**src/rtl/ext_irq_pkg.sv**
```systemverilog
package ext_irq_pkg;
    localparam int NUM_IRQ = 4;
    localparam int NUM_SRC = NUM_IRQ + 1;
    localparam int NMI_IDX = NUM_IRQ;

    typedef struct packed {
        logic [1:0]         rsvd;
        logic [NUM_IRQ-1:0] fall_sel;
        logic               in0_level;
        logic               nmi_both;
    } cfg_t;

    localparam cfg_t CFG_RESET = '0;
endpackage

```
**src/rtl/ext_irq_sync.sv**
```systemverilog
module ext_irq_sync #(
    parameter int WIDTH  = 5,
    parameter int STAGES = 2
) (
    input  logic             clk,
    input  logic             rst_n,
    input  logic [WIDTH-1:0] async_in,
    output logic [WIDTH-1:0] sync_out
);
    logic [STAGES-1:0][WIDTH-1:0] chain_d, chain_q;

    always_comb begin
        chain_d[0] = async_in;
        for (int i = 1; i < STAGES; i++) begin
            chain_d[i] = chain_q[i-1];
        end
    end

    always_ff @(posedge clk or negedge rst_n) begin
        if (!rst_n) chain_q <= '0;
        else        chain_q <= chain_d;
    end

    assign sync_out = chain_q[STAGES-1];
endmodule

```
**src/rtl/ext_irq_sense.sv**
```systemverilog
module ext_irq_sense
    import ext_irq_pkg::*;
(
    input  logic               clk,
    input  logic               rst_n,
    input  cfg_t               cfg,
    input  logic [NUM_SRC-1:0] sync_s,
    output logic [NUM_IRQ-1:0] irq_req,
    output logic               nmi_req
);
    typedef struct packed {
        logic [NUM_SRC-1:0] prev;
        logic [NUM_IRQ-1:0] irq;
        logic               nmi;
    } state_t;

    state_t st_d, st_q;
    logic [NUM_SRC-1:0] rise, fall;

    always_comb begin
        rise = sync_s & ~st_q.prev;
        fall = ~sync_s & st_q.prev;
        // previous sample always tracks the synchronized input; a config
        // write never touches it, so re-selecting polarity cannot fake an edge
        st_d.prev = sync_s;
        for (int i = 0; i < NUM_IRQ; i++) begin
            st_d.irq[i] = cfg.fall_sel[i] ? fall[i] : rise[i];
        end
        if (cfg.in0_level) st_d.irq[0] = sync_s[0];
        st_d.nmi = cfg.nmi_both ? (rise[NMI_IDX] | fall[NMI_IDX]) : fall[NMI_IDX];
    end

    always_ff @(posedge clk or negedge rst_n) begin
        if (!rst_n) st_q <= '0;
        else        st_q <= st_d;
    end

    assign irq_req = st_q.irq;
    assign nmi_req = st_q.nmi;
endmodule

```
**src/rtl/ext_irq_detect.sv**
```systemverilog
module ext_irq_detect
    import ext_irq_pkg::*;
#(
    parameter int SYNC_STAGES = 2
) (
    input  logic               clk,
    input  logic               rst_n,
    input  logic               cfg_we,
    input  logic [7:0]         cfg_wdata,
    input  logic [NUM_IRQ-1:0] irq_pin,
    input  logic               nmi_pin,
    output logic [NUM_IRQ-1:0] irq_req,
    output logic               nmi_req
);
    cfg_t cfg_d, cfg_q;
    logic [NUM_SRC-1:0] sync_s;

    always_comb begin
        cfg_d = cfg_q;
        if (cfg_we) begin
            cfg_d      = cfg_t'(cfg_wdata);
            cfg_d.rsvd = '0;
        end
    end

    always_ff @(posedge clk or negedge rst_n) begin
        if (!rst_n) cfg_q <= CFG_RESET;
        else        cfg_q <= cfg_d;
    end

    ext_irq_sync #(.WIDTH(NUM_SRC), .STAGES(SYNC_STAGES)) u_sync (
        .clk      (clk),
        .rst_n    (rst_n),
        .async_in ({nmi_pin, irq_pin}),
        .sync_out (sync_s)
    );

    ext_irq_sense u_sense (
        .clk     (clk),
        .rst_n   (rst_n),
        .cfg     (cfg_q),
        .sync_s  (sync_s),
        .irq_req (irq_req),
        .nmi_req (nmi_req)
    );
endmodule

```
**config.mk**
```make
export PLATFORM = sky130hd
export DESIGN_NAME = ext_irq_detect
export DESIGN_NICKNAME = d
export VERILOG_FILES = /design/src/rtl/ext_irq_pkg.sv /design/src/rtl/ext_irq_sync.sv /design/src/rtl/ext_irq_sense.sv /design/src/rtl/ext_irq_detect.sv
export SDC_FILE = /design/constraint.sdc
export NUM_CORES = 1
export LEC_CHECK = 0
export CORE_MARGIN = 1.5
export CORE_UTILIZATION = 30
export DETAILED_ROUTE_END_ITERATION = 12
export DONT_BUFFER_PORTS = 1
export PLACE_DENSITY_LB_ADDON = 0.25
export SYNTH_ARGS = -nofsm -noshare
export SYNTH_HDL_FRONTEND = slang
export SYNTH_SLANG_ARGS = --single-unit
```
**constraint.sdc**
```tcl
create_clock -name clk -period 1 [get_ports clk]
set_clock_uncertainty 0.15 [all_clocks]
set_input_delay 0.1 -clock clk [delete_from_list [all_inputs] [get_ports clk]]
set_output_delay 0.1 -clock clk [all_outputs]
set_load 0.005 [all_outputs]
```
==> results of run 1 <==
[layout by cell type, fill, tap and decap left out, drive strengths merged]
cell	synthesis	final
nand2b	3	3
o21bai	1	1
inv	2	2
and4bb	1	1
buf	5	2
mux2i	1	1
a21o	1	1
dlygate4sd3	0	12
nand2	3	3
clkbuf	0	4
o22ai	3	3
ha	1	1
dfrtp	26	26
mux2	6	6
[metal layers]
layer / up-vias / track usage
li1: 199 / -
met1: 226 / 0.104
met2: 9 / 0.149
met3: 2 / 0.0476
met4: 0 / 0.0399
met5: - / 0
[timing repair]
| item | CTS | global route |
|---|---|---|
| pin swaps | 1 | 1 |
| hold endpoints to repair | 37 | 6 |
| setup endpoints to repair | 2 | 7 |
[layout make-up]
cell class	instances	area, um^2
fill	260	1710
timing repair buffer	14	148
inverter	2	7.51
tap	31	38.8
clock buffer	4	36.3
multi-input combinational	20	189
sequential	26	651
[through the flow]
step / area [um^2] / util / hold WS (ps) / setup WS (ps) / setup TNS (ps)
after floorplan: 888 / - / -346 / 24.8 / 0
after global placement: 893 / 0.321 / -345 / -6.85 / -6.85
after detailed placement: 893 / 0.321 / -345 / -18.4 / -18.4
after CTS: 1070 / 0.385 / -231 / -42.4 / -49.8
after global routing: 1070 / 0.385 / -256 / -58.2 / -202
final: 1070 / 0.385 / -215 / -40.5 / -40.5
[state kept, by name, indices dropped and copies added, names as in the netlist]
register / cells
u_sync.sync_out: 5
u_sense.nmi_req: 1
u_sense.st_q: 5
cfg_q: 6
u_sync.chain_d: 5
u_sense.irq_req: 4
[power by group through the flow]
stage | Clock, uW | Combinational [uW] | Sequential [uW]
5_1_grt | 598 | 165 | 1180
2_1_floorplan | 0 | 104 | 1170
3_3_place_gp | 0 | 79.8 | 1190
4_1_cts | 544 | 149 | 1170
6_report | 509 | 148 | 1170
3_5_place_dp | 0 | 81.1 | 1190
[worst max-delay path by stage]
stage	startpoint	end	depth (start not counted)
6_report	cfg_q[2]	u_sense.irq_req[0]	2
5_1_grt	cfg_q[2]	u_sense.irq_req[0]	2
4_1_cts	cfg_q[2]	u_sense.irq_req[0]	2
3_5_place_dp	cfg_q[2]	u_sense.irq_req[0]	2
3_3_place_gp	cfg_q[2]	u_sense.irq_req[0]	2
2_1_floorplan	cfg_q[2]	u_sense.irq_req[0]	2
[cell families (layout without fill, tap and decap cells)]
| group | count (synthesis) | in the layout |
|---|---|---|
| flops | 26 | 26 |
| mux | 7 | 7 |
| simple gates | 7 | 7 |
| buf+inv | 7 | 20 |
| compound gates | 5 | 5 |
| fa+ha+maj | 1 | 1 |
==> impl_metrics.yaml, run 1 <==
run_status:
  outcome: "finished, violations left"
  violations: "hold timing, setup timing"
grt:
  grt_usage: 0.0931
  antenna_found_initial: 0
  grt_start_max_net_pins: 27
  overflow: 0
  grt_pass1_wl_um: 2190
  grt_pass1_vias: 453
cells_and_area:
  finalNonFillerCells: 97
  area_growth_pct: 20.4
  num_antenna_cells: 0
  final_nets: 84
  drive_above_1_share: 0.197
worst_setup_path:
  r2r_setup_slack_ps: -40
  critPathKind: "reg2reg"
  cpMaxStageDelayCell: "dfrtp_1"
  worstPathMaxFanout: 3
  critical_path.max_stage_delay_ps: 420
  worstPathRequired_ps: 1060
  crit_family: "flip-flops"
  crit_buf_inv: 0
  crit_path_cell_trace: "and4bb_2 > a21o_1"
  endpoint_kind: "register"
  regToRegEndpoint: "u_sense.irq_req[0]"
  cp-start-kind: "register"
  rr_startpoint: "cfg_q[2]"
  worstPathArrival_ps: 1100
  r2r_cells: 2
routing:
  wirelength_um: 1250
  vias: 436
  route.met2.wl_um: 650
  top_layer: "met4"
  vias_per_cell: 4.49
  ant_nets: 0
  route.met3.wl_um: 50
  drt_iter0_markers: 10
  wire_per_inst_um: 12.8
  firstDrtPassIters: 2
  drc: 0
  wl_met1_um: 527
yosys:
  synth_fa_ha_area_frac: 0.0141
  yosys.area_share.simple: 0.0479
  async_flop_share: 1.00
  synth_compound_area_frac: 0.0380
  yosysTopAreaCell: "dfrtp_1"
  synth_area_um2: 888
  synth_cell_types: 13
  synthFlopType: "dfrtp_1"
  synth_nets: 70
  synth.top_cell.area_share: 0.732
  synth_xor_area_frac: 0
  synth-edff-count: 0
  seq_area_frac_synth: 0.732
  synth.avg_cell_area_um2: 16.8
  synth_mux_area_frac: 0.113
  ys_top_cells_by_area: "dfrtp_1 73%, mux2_4 10%, buf_4 3.4%"
  synth_cells: 53
  synth_top_family_by_area: "multiplexers"
  ys_warn_count: 0
  yosysMostFrequentCell: "dfrtp_1"
  ys_seq_elements: 26
  ys_top_cells_by_count: "26 x dfrtp_1, 6 x mux2_4, 4 x buf_4"
power_and_ir_drop:
  p_comb_frac: 0.081
  intPower_uw: 1450
  power_leakage_uw: 0.000497
  seq_power_share: 0.640
  power.density_mw_per_mm2: 1710
  peakVddDrop_uv: 1280
  power_switching_share: 0.207
  power.switching_uw: 378
  clkPwrFrac: 0.279
  p_total_uw: 1830
sta:
  fin_crit_ps: 1040
  timing.slew.headroom: 0.904
  drv_slew: 0
  hold_viol: 6
  worst_slack_ps: -40.5
  max_freq_mhz: 961
  rsz0062_at_grt: "true"
  setup_viol: 1
  worstMarginPinSlew_ps: 144
  hold_ws_ps: -215
  post-route-period-util: 1.04
floorplanning:
  rows: 19
  dieArea_mm2: 0.00330
  die_w_um: 57.4
  start_util: 0.319
  core_area_mm2: 0.00278
  num_io_pins: 21
  die_h_um: 57.4
clock_tree:
  cts_inserted_buffers: 3
  tritoncts: "built"
  post_cts_buffers: 0
  clkLatencyLatePin_ps: 300
  ctsLongestPathBuffers: 2
  clkTransAtPathRegs_ps: 140
  htreeDepth: 1
  cts_sinks: 26
  postCtsHoldBufs: 13
  cts_resized: 0
  cts_root_buf: "clkbuf_4"
placed_design:
  dp_hpwl_um: 784
  gp_congestion: 0.671
  portBuffers: 0
  place_inst: 80
min_path:
  hold_path.class: "in2reg"
  hold_path.startpoint: "cfg_we"
  holdPathStages: 1
  hold_end: "cfg_q[4]"
run:
  drv_cap: 0
Power figures use the tool's default switching activity.
==> run 2, diff against run 1 <==
- BUFFER_PORTS_ARGS: default -> -buffer_cell sky130_fd_sc_hd__buf_2
- CTS_CLUSTER_SIZE: default -> 25
- DONT_BUFFER_PORTS: 1 -> default
- clock period: 1 -> 1.35 ns (I/O delays scaled with it)
==> run 2 against run 1 <==
The flow now finishes without violations. Clock power down 26%. Sequential share of layout area is 3.4 points lower. Global-route usage shrank 0.26 points. Hold slack improved by 290 ps. Worst setup slack gained 290 ps. Combinational power fell by 8%. Cell count increased by 16%. Die area unchanged. Wire length is 2.1% lower. Clock-buffer cell count unchanged. Sequential power decreased by 26%. Core utilization rose by 2.2 points. Largest cell class unchanged. Largest power group unchanged.
==> impl_metrics.yaml, run 2 (synthesized netlist as in run 1, its figures left out) <==
worst_setup_path:
  crit_path_cell_trace: "buf_2"
  r2r_setup_slack_ps: 320
  cpMaxStageDelayCell: "dfrtp_1"
  r2r_cells: 3
  critPathKind: "reg2out"
  worstPathMaxFanout: 1
  endpoint_kind: "primary output"
  worstPathRequired_ps: 1070
  regToRegEndpoint: "u_sense.nmi_req"
  crit_buf_inv: 1
  rr_startpoint: "u_sync.sync_out[4]"
  crit_family: "flip-flops"
  critical_path.max_stage_delay_ps: 390
  cp-start-kind: "register"
  worstPathArrival_ps: 810
clock_tree:
  cts_sinks: 26
  cts_inserted_buffers: 3
  tritoncts: "built"
  ctsLongestPathBuffers: 2
  clkLatencyLatePin_ps: 310
  clkTransAtPathRegs_ps: 130
  cts_root_buf: "clkbuf_4"
  htreeDepth: 1
grt:
  grt_usage: 0.0905
  overflow: 0
  grt_pass1_wl_um: 2200
  grt_pass1_vias: 505
  antenna_found_initial: 0
  grt_start_max_net_pins: 27
cells_and_area:
  largest_reg_flops: 6
  regArea_um2: 651
  drive_above_1_share: 0.354
  regMostFlops: "cfg_q"
  mostFrequentLayoutCell: "dfrtp_1"
  nFillCells: 267
  multi_input_area_um2: 189
  utilization: 0.407
  final_cell_mix: "26 x dfrtp_1, 18 x buf_2, 12 x dlygate4sd3_1, 6 x mux2_4"
  final_nets: 100
  num_antenna_cells: 0
  finalNonFillerCells: 113
  area_growth_pct: 27.5
run_status:
  outcome: "complete, no violations"
power_and_ir_drop:
  p_total_uw: 1370
  peakVddDrop_uv: 635
  power_leakage_uw: 0.000558
  power.density_mw_per_mm2: 1210
min_path:
  holdPathStages: 2
  hold_end: "cfg_q[4]"
  hold_path.class: "in2reg"
  hold_path.startpoint: "cfg_we"
sta:
  timing.slew.headroom: 0.632
  setup_viol: 0
  max_freq_mhz: 910
  rsz0062_at_grt: "false"
  worstMarginPinSlew_ps: 553
  fin_crit_ps: 1100
  hold_viol: 0
  post-route-period-util: 0.814
  drv_slew: 0
  setup_tns_ps: 0
routing:
  vias: 480
  wirelength_um: 1220
  vias_per_cell: 4.25
  ant_nets: 0
  drt_iter0_markers: 11
  firstDrtPassIters: 2
  wire_per_inst_um: 10.8
  drc: 0
floorplanning:
  die_w_um: 57.4
  dieArea_mm2: 0.00330
  die_h_um: 57.4
  start_util: 0.319
  num_io_pins: 21
  rows: 19
  core_area_mm2: 0.00278
placed_design:
  place_inst: 97
  gp_congestion: 0.643
  portBuffers: 18
  dp_hpwl_um: 839
run:
  drv_cap: 0
==> run 2: changes by cell type in the layout (fill, tap and decap cells not counted) <==
cell | previous run | this run
buf_12 | 1 | 0
buf_2 | 0 | 18
buf_4 | 1 | 0
==> run 2: how the worst max path moves through the flow <==
stage	from	end	slack, ps	depth (start not counted)
after floorplan	cfg_q[2]	u_sense.irq_req[0]	370	2
after global placement	cfg_q[2]	u_sense.irq_req[0]	340	2
after detailed placement	u_sync.sync_out[4]	u_sense.nmi_req	330	3
after CTS	u_sense.nmi_req	nmi_req	220	1
after global routing	u_sense.irq_req[3]	irq_req[3]	200	1
final	u_sense.nmi_req	nmi_req	250	1
==> run 2: power by group <==
part           total [uW]  switching [uW]  internal (uW)
registers             860            26.1            834
logic                 136            47.7           88.5
clock network         375             211            165
total                1370             284           1090
==> run 2: final cells by class <==
cell class	instances	share of cell area
Sequential cell	26	0.575
Timing Repair Buffer	30	0.186
Multi-Input combinational cell	20	0.167
Tap cell	31	0.0343
Clock buffer	4	0.0320
Inverter	2	0.00663
==> run 2: routing by layer <==
metal,GRT usage,part of all wire
met1,0.112,0.43
met2,0.141,0.52
met3,0.0204,0.035
met4,0.0598,0.013
met5,0,0
==> run 2: metrics by stage <==
step / instance area (um^2) / hold slack (ps) / setup WS (ps)
floorplan: 888 / -311 / 375
global placement: 976 / 8.37 / 335
detailed placement: 976 / 12.2 / 333
CTS: 1130 / 74.6 / 223
global route: 1130 / 68.2 / 203
finish: 1130 / 77.7 / 251
==> run 2: repair_timing <==
action	in CTS	in global routing
resized for setup	0	0
hold buffers	12	0
endpoints found under the hold margin	37	0
setup buffers	0	0
==> run 3, diff against run 2 <==
- clock period: 1.35 -> 1.15 ns (I/O delays scaled with it)
==> run 3 against run 2 <==
Cell count rose by 0.88%. Register-to-register slack got worse by 210 ps. Combinational power increased by 20%. Global-route usage shrank 0.16 points. Wire length fell by 1.6%.
==> impl_metrics.yaml, run 3 (synthesized netlist as in run 1, its figures left out) <==
run_status:
  outcome: "complete, no violations"
sta:
  hold_viol: 0
  setup_viol: 0
  drv_slew: 0
  post-route-period-util: 0.946
  worstMarginPinSlew_ps: 315
  rsz0062_at_grt: "false"
  worst_slack_ps: 62.6
  fin_crit_ps: 1090
  setup_tns_ps: 0
  max_freq_mhz: 920
  timing.slew.headroom: 0.790
power_and_ir_drop:
  clkPwrFrac: 0.342
  power.switching_uw: 344
  power_leakage_uw: 0.000569
  power_switching_share: 0.193
  intPower_uw: 1440
  peakVddDrop_uv: 971
  p_comb_frac: 0.091
  power.density_mw_per_mm2: 1540
  seq_power_share: 0.567
worst_setup_path:
  cpMaxStageDelayCell: "dfrtp_1"
  worstPathMaxFanout: 1
  worstSetupStartpoint: "u_sense.irq_req[0]"
  crit_family: "flip-flops"
  endpoint_kind: "primary output"
  critical_path.max_stage_delay_ps: 390
  cp-start-kind: "register"
  critPathKind: "reg2out"
  worstPathRequired_ps: 880
  crit_buf_inv: 1
  rr_startpoint: "u_sync.sync_out[4]"
  crit_path_cell_trace: "buf_2"
  worstPathArrival_ps: 820
clock_tree:
  tritoncts: "built"
  htreeDepth: 1
  clkLatencyLatePin_ps: 310
  cts_inserted_buffers: 3
  cts_root_buf: "clkbuf_4"
  clkTransAtPathRegs_ps: 140
  post_cts_buffers: 0
  cts_sinks: 26
  ctsLongestPathBuffers: 2
cells_and_area:
  final_cell_area_mm2: 0.00116
  final_nets: 101
  drive_above_1_share: 0.361
  utilization: 0.416
  largest_reg_flops: 6
  final_cell_mix: "26 x dfrtp_1, 18 x buf_2, 12 x dlygate4sd3_1, 6 x mux2_4"
  num_antenna_cells: 0
  area_growth_pct: 30.1
  finalNonFillerCells: 114
  mostFrequentLayoutCell: "dfrtp_1"
  regMostFlops: "cfg_q"
grt:
  grt_pass1_vias: 512
  grt_start_max_net_pins: 27
  antenna_found_initial: 0
  grt_pass1_wl_um: 2200
  overflow: 0
  grt_usage: 0.0889
placed_design:
  placed_area_um2: 983
  portBuffers: 18
  place_inst: 98
  place_ws_ps: 122
  gp_congestion: 0.634
  dp_hpwl_um: 785
min_path:
  hold_path.startpoint: "cfg_we"
  hold_path.class: "in2reg"
floorplanning:
  die_w_um: 57.4
  rows: 19
  core_area_mm2: 0.00278
  dieArea_mm2: 0.00330
  num_io_pins: 21
  die_h_um: 57.4
  start_util: 0.319
routing:
  vias_per_cell: 4.26
  wire_per_inst_um: 10.5
  drt_iter0_markers: 8
  vias: 486
  ant_nets: 0
  wirelength_um: 1200
  firstDrtPassIters: 4
  drc: 0
run:
  drv_cap: 0
[run 3: cell types whose count changed in the layout (fill, tap and decap cells not counted)]
cell	delta
buf_4	+1
bufinv_16	+1
clkbuf_8	-1
[run 3: final timing paths]
| kind | to | cells past startpoint | slack, ps |
|---|---|---|---|
| worst min register to register | u_sync.sync_out[4] | 0 | 210 |
| worst max-delay path | irq_req[0] | 1 | 60 |
| worst min-delay path | cfg_q[4] | 2 | 50 |
| worst max register to register | u_sense.nmi_req | 3 | 110 |
| max in group asynchronous | u_sense.st_q[7] | 3 | 460 |
| min in group asynchronous | cfg_q[2] | 3 | 140 |
[run 3: metrics by stage]
| stage | total power [uW] | hold WS, ps |
|---|---|---|
| CTS | 1810 | 44.1 |
| floorplan | 1110 | -331 |
| global route | 1860 | 46.3 |
| finish | 1780 | 51.9 |
| global placement | 1160 | -31.3 |
| detailed placement | 1160 | -29.1 |
[run 3: worst reg2reg max path: cells and delay by family, from the launching register on]
| kind | cells | cell delay (ps) |
|---|---|---|
| DFF | 1 | 370 |
| buffers and inverters | 1 | 50 |
| adders and majority gates | 1 | 280 |
| muxes | 1 | 130 |
[run 3: power groups by stage]
| stage | Sequential (uW) | Combinational, uW | Clock [uW] |
|---|---|---|---|
| after global placement | 1030 | 133 | 0 |
| after global routing | 1020 | 182 | 658 |
| after detailed placement | 1030 | 135 | 0 |
| final | 1010 | 163 | 610 |
| after CTS | 1010 | 167 | 633 |
| after floorplan | 1020 | 90.5 | 0 |
[run 3: what timing repair did]
action | in CTS | in global routing
resized for setup | 0 | 0
hold buffers | 12 | 0
endpoints found under the hold margin | 37 | 0
[run 3: final cells by class]
cell class	count	area, um^2
sequential	26	651
inverter	2	7.51
clock buffer	3	22.5
multi-input combinational	20	189
timing repair buffer	31	218
fill	270	1630
clock inverter	1	30.0
tap	31	38.8
[run 3: routing by layer]
layer	vias to the layer above	GRT usage	part of all wire
met5	-	0	0
met1	244	0.113	0.43
met2	7	0.135	0.52
met4	0	0.0598	0.013
met3	2	0.0204	0.037
li1	233	-	-
